<file path="config.mk">
export PLATFORM = sky130hd
export DESIGN_NAME = colpol_share_ctrl
export DESIGN_NICKNAME = d
export VERILOG_FILES = /design/src/rtl/colpol_pkg.sv /design/src/rtl/colpol_edge_det.sv /design/src/rtl/colpol_pol_track.sv /design/src/rtl/colpol_share_fsm.sv /design/src/rtl/colpol_share_ctrl.sv
export SDC_FILE = /design/constraint.sdc
export NUM_CORES = 1
export LEC_CHECK = 0
export ABC_CLOCK_PERIOD_IN_PS = 950
export BUFFER_PORTS_ARGS = -buffer_cell sky130_fd_sc_hd__buf_2
export CAP_MARGIN = 20
export CORE_AREA = 2 2 39 41
export DETAILED_ROUTE_END_ITERATION = 8
export DIE_AREA = 0 0 41 43
export HOLD_SLACK_MARGIN = 0.15
export REMOVE_ABC_BUFFERS = 1
export SYNTH_ARGS = -nofsm -noshare
export SYNTH_HDL_FRONTEND = slang
export SYNTH_SLANG_ARGS = --single-unit
</file>
<file path="constraint.sdc">
create_clock -name clk -period 0.95 [get_ports clk]
set_input_delay 0.1425 -clock clk [delete_from_list [all_inputs] [get_ports clk]]
set_output_delay 0.1425 -clock clk [all_outputs]
set_load 0.05 [all_outputs]
</file>
<file path="src/rtl/colpol_pkg.sv">
package colpol_pkg;

  typedef enum logic [1:0] {
    LS_IDLE  = 2'd0,
    LS_SHARE = 2'd1,
    LS_DRIVE = 2'd2
  } line_state_e;

  typedef struct packed {
    logic odd_hi;
    logic odd_lo;
    logic even_hi;
    logic even_lo;
  } col_drive_t;

  // Reference-half selection: polarity 0 puts odd columns on the low half.
  function automatic col_drive_t map_polarity(input logic pol, input logic enable);
    col_drive_t d;
    d.odd_hi  = enable &  pol;
    d.odd_lo  = enable & ~pol;
    d.even_hi = enable & ~pol;
    d.even_lo = enable &  pol;
    return d;
  endfunction

  // Sharing is worth doing only when the column polarity reverses.
  function automatic logic needs_share(input logic new_pol, input logic old_pol,
                                       input logic first_load);
    return first_load | (new_pol ^ old_pol);
  endfunction

endpackage

</file>
<file path="src/rtl/colpol_edge_det.sv">
module colpol_edge_det #(
  parameter bit IDLE_LEVEL = 1'b0
) (
  input  logic clk,
  input  logic rst_n,
  input  logic sig_i,
  output logic rise_o
);
  logic sig_q;

  always_ff @(posedge clk or negedge rst_n) begin
    if (!rst_n) sig_q <= IDLE_LEVEL;
    else        sig_q <= sig_i;
  end

  assign rise_o = sig_i & ~sig_q;
endmodule

</file>
<file path="src/rtl/colpol_pol_track.sv">
module colpol_pol_track
  import colpol_pkg::*;
#(
  parameter bit RESET_POL = 1'b0
) (
  input  logic clk,
  input  logic rst_n,
  input  logic capture_i,
  input  logic pol_i,
  output logic line_pol_o,
  output logic share_req_o,
  output logic changed_o
);
  logic pol_q;
  logic first_q;
  logic changed_q;

  assign share_req_o = needs_share(pol_i, pol_q, first_q);

  always_ff @(posedge clk or negedge rst_n) begin
    if (!rst_n) begin
      pol_q     <= RESET_POL;
      first_q   <= 1'b1;
      changed_q <= 1'b0;
    end else if (capture_i) begin
      pol_q     <= pol_i;
      first_q   <= 1'b0;
      changed_q <= share_req_o;
    end
  end

  assign line_pol_o = pol_q;
  assign changed_o  = changed_q;
endmodule

</file>
<file path="src/rtl/colpol_share_fsm.sv">
module colpol_share_fsm
  import colpol_pkg::*;
(
  input  logic        clk,
  input  logic        rst_n,
  input  logic        rise_i,
  input  logic        share_req_i,
  input  logic        rc_mode_i,
  input  logic        load_i,
  input  logic        rc_thresh_i,
  output line_state_e state_o,
  output logic        release_o
);
  line_state_e state_q, state_d;
  logic        release_q;
  logic        window_done;

  // Pulse mode: window ends with load low. RC mode: node released and decayed.
  assign window_done = rc_mode_i ? (release_q & ~rc_thresh_i) : ~load_i;

  always_comb begin
    state_d = state_q;
    if (rise_i)
      state_d = share_req_i ? LS_SHARE : LS_DRIVE;
    else if (state_q == LS_SHARE && window_done)
      state_d = LS_DRIVE;
  end

  always_ff @(posedge clk or negedge rst_n) begin
    if (!rst_n) begin
      state_q   <= LS_IDLE;
      release_q <= 1'b1;
    end else begin
      state_q   <= state_d;
      release_q <= ~(rise_i & rc_mode_i);
    end
  end

  assign state_o   = state_q;
  assign release_o = release_q;
endmodule

</file>
<file path="src/rtl/colpol_share_ctrl.sv">
module colpol_share_ctrl
  import colpol_pkg::*;
#(
  parameter bit RESET_POL = 1'b0
) (
  input  logic clk,
  input  logic rst_n,
  input  logic load_i,
  input  logic pol_i,
  input  logic rc_mode_i,
  input  logic rc_thresh_i,
  output logic rc_release_o,
  output logic share_o,
  output logic odd_hi_o,
  output logic odd_lo_o,
  output logic even_hi_o,
  output logic even_lo_o,
  output logic pol_changed_o
);
  logic        load_rise_w;
  logic        share_req_w;
  logic        line_pol_w;
  line_state_e line_state_w;
  col_drive_t  drive_w;

  colpol_edge_det #(.IDLE_LEVEL(1'b0)) u_load_edge (
    .clk   (clk),
    .rst_n (rst_n),
    .sig_i (load_i),
    .rise_o(load_rise_w)
  );

  colpol_pol_track #(.RESET_POL(RESET_POL)) u_pol (
    .clk        (clk),
    .rst_n      (rst_n),
    .capture_i  (load_rise_w),
    .pol_i      (pol_i),
    .line_pol_o (line_pol_w),
    .share_req_o(share_req_w),
    .changed_o  (pol_changed_o)
  );

  colpol_share_fsm u_fsm (
    .clk        (clk),
    .rst_n      (rst_n),
    .rise_i     (load_rise_w),
    .share_req_i(share_req_w),
    .rc_mode_i  (rc_mode_i),
    .load_i     (load_i),
    .rc_thresh_i(rc_thresh_i),
    .state_o    (line_state_w),
    .release_o  (rc_release_o)
  );

  assign drive_w   = map_polarity(line_pol_w, line_state_w == LS_DRIVE);
  assign share_o   = (line_state_w == LS_SHARE);
  assign odd_hi_o  = drive_w.odd_hi;
  assign odd_lo_o  = drive_w.odd_lo;
  assign even_hi_o = drive_w.even_hi;
  assign even_lo_o = drive_w.even_lo;
endmodule

</file>
==> reports/results.ini <==
[outcome]
status = finished with violations
violations = negative setup slack

[die]
die_w_um = 41
rows = 14
top_level_ports = 13
start_util_pct = 23.0
core-area_um2 = 1380
die_height_um = 43
dieArea_um2 = 1760

[sta]
maxSlewViolCount = 0
finalHoldViolCount = 0
setup-violations-final = 9
rsz0062_at_grt = yes
fin_crit_sh_pct = 132
slew_headroom_pct = 79.2
fmax_mhz = 796
layout_min_cycle_time_ns = 1.26
fin_skew_ns = 0.000223
worst_slew_pin_slew_ns = 0.311
finalWorstSetupSlack_ns = -0.307

[global_routing]
grt_max_degree = 8
antenna_found_initial = 0
grt_use_total_pct = 10.1
gr-total-overflow = 0
grt_pass1_vias = 283
grt_pass1_wl_mm = 1.14

[layout]
num-fill-cells = 146
stdcell_count = 67
layout.nets = 58
drive_gt1_share_pct = 49.0
postLayoutCoreUtil_pct = 39.6
multi_input_area_um2 = 143
diodes = 0
syn2layout_area_growth_pct = 72.4
regArea_um2 = 178

[power]
power.density_nw_per_um2 = 2070
power.static_leakage_uw = 0.000265
peakVddDrop_uv = 591

[yosys]
yosys_warnings = 0
avgSynthCellArea_um2 = 10.6
syn_inst = 30
synth-seq-cells = 7
ys_seq_area_share_pct = 55.9
syn_area_um2 = 318
synth.distinct_cells = 17

[route]
via_per_inst = 4.40
firstDrtPassIters = 4
dr_wl_met3_um = 41
wl_met2_um = 385
wl_met1_um = 260
initialDrtViolationCount = 1
via_count = 295
drc = 0
routedWlPerCell_um = 10.5
wirelength_um = 703
routed.top_layer = met4
antenna_left = 0

[critical_path]
worstSetupPathType = reg2out
crit_family = flip-flops
max_stage_delay_ns = 0.41
cp_slowest_cell = dfrtp_1
r2r_slack_ns = -0.22
path_buf_inv = 1
end_kind = output port
arrival_ns = 1.11
crit_required_ns = 0.81
cp_cell_sequence = and3b_2 > buf_8
path_max_fanout = 3
worstSetupStartpointType = flop
crit_cells = 2
worst-r2r-cell-count = 4

[clock_tree]
cts_tree = done
clock_path_buffers = 2
clock_latency_ns = 0.25
cts_sinks = 7
clk_pin_slew_ns = 0.05
cts-buffers-inserted = 3
htree_num_levels = 1
clockRootBuffer = clkbuf_4

[placed_design]
io_buffer_count = 12
place_ws_ns = -0.165
dp_hpwl_um = 482
dpl.cell_count = 57
place.gp.congestion = 0.682

[worst_hold_path]
hp-class = in2async

[flow_run]
cap_violations = 0

## worst paths after layout
path                                   from                to
max                        u_fsm.state_o[0]          odd_hi_o
min                                   rst_n  u_pol.line_pol_o
max reg2reg                u_fsm.state_o[0]  u_fsm.state_o[1]
min reg2reg                 u_pol.changed_o   u_pol.changed_o
max in group asynchronous             rst_n   u_fsm.release_o
min in group clk                     load_i   u_fsm.release_o
## final cells by class
cell class	instances	share of cell area, %
clock buffer	4	4.79
inverter	1	0.685
multi-input combinational	20	26.0
sequential	7	32.4
tap	16	3.65
timing repair buffer	19	32.4
## report_power, final
| group | internal, µW | switching (µW) |
|---|---|---|
| sequential | 336 | 36.0 |
| clock | 161 | 117 |
| combinational | 207 | 276 |
| total | 704 | 429 |
## placed cells by master, fill, tap and decap left out, drive strengths merged
master / synthesis / routed
and2: 1 / 1
o21ai: 1 / 1
nor3b: 1 / 1
o41a: 1 / 1
nor2b: 1 / 1
buf: 2 / 15
o31ai: 1 / 1
nor3: 2 / 2
dlygate4sd3: 0 / 4
dfstp: 2 / 2
nand2: 8 / 8
nand2b: 2 / 2
and3b: 1 / 1
dfrtp: 5 / 5
inv: 1 / 1
xor2: 1 / 1
clkbuf: 0 / 4
## flip-flops by register name, indices dropped and copies added (netlist names)
| signal | cells |
|---|---|
| u_fsm.state_o | 2 |
| u_fsm.release_o | 1 |
| u_load_edge.sig_q | 1 |
| u_pol.changed_o | 1 |
| u_pol.first_q | 1 |
| u_pol.line_pol_o | 1 |
## kinds of logic after synthesis
| logic type | count (synthesis) | share of synthesized area (%) |
|---|---|---|
| AOI/OAI and AO/OA | 3 | 7.48 |
| xor gates and xnor gates | 1 | 2.76 |
| buffers and inverters | 3 | 5.90 |
| DFF | 7 | 55.9 |
| and+or+nand+nor | 16 | 28.0 |
## worst reg2reg max path, stage by stage (launching register included)
cell and delay, ns:
dfrtp_1 0.41, buf_4 0.16, nand2b_4 0.07, nor3_2 0.05, o41a_1 0.35
## routing by layer
layer | GRT usage, % | up-vias
met5 | 0 | -
met4 | 6.00 | 0
met3 | 4.71 | 2
met2 | 15.9 | 11
met1 | 10.2 | 142
li1 | - | 140
## metrics by stage
step	hold slack (ns)	area (µm²)	TNS, ns	power, µW
after global routing	0.265	548	-2.60	1190
after CTS	0.257	523	-2.01	1100
after floorplan	-0.153	303	-4.86	621
after detailed placement	-0.0178	390	-0.810	707
final	0.259	548	-2.14	1130
after global placement	-0.0186	390	-0.619	702
## cell usage after synthesis
cell type	n	area, µm²
nand2b_1	1	6.26
o31ai_1	1	7.51
o41a_1	1	11.3
o21ai_1	1	5.00
nand2b_2	1	8.76
xor2_1	1	8.76
dfstp_2	2	52.6
inv_1	1	3.75
buf_4	2	15.0
nand2_1	8	30.0
and2_1	1	6.26
nor3_2	1	10.0
nor2b_1	1	6.26
dfrtp_1	5	125
and3b_1	1	8.76
nor3b_1	1	7.51
nor3_1	1	5.00
## timing repair
action	in CTS	in global routing
pin swaps	0	1
setup endpoints to repair	10	10
hold buffers	4	0
resized for setup	16	6
endpoints found under the hold margin	10	0
setup buffers	2	0
Note: power is estimated with default switching activity, not from simulation.
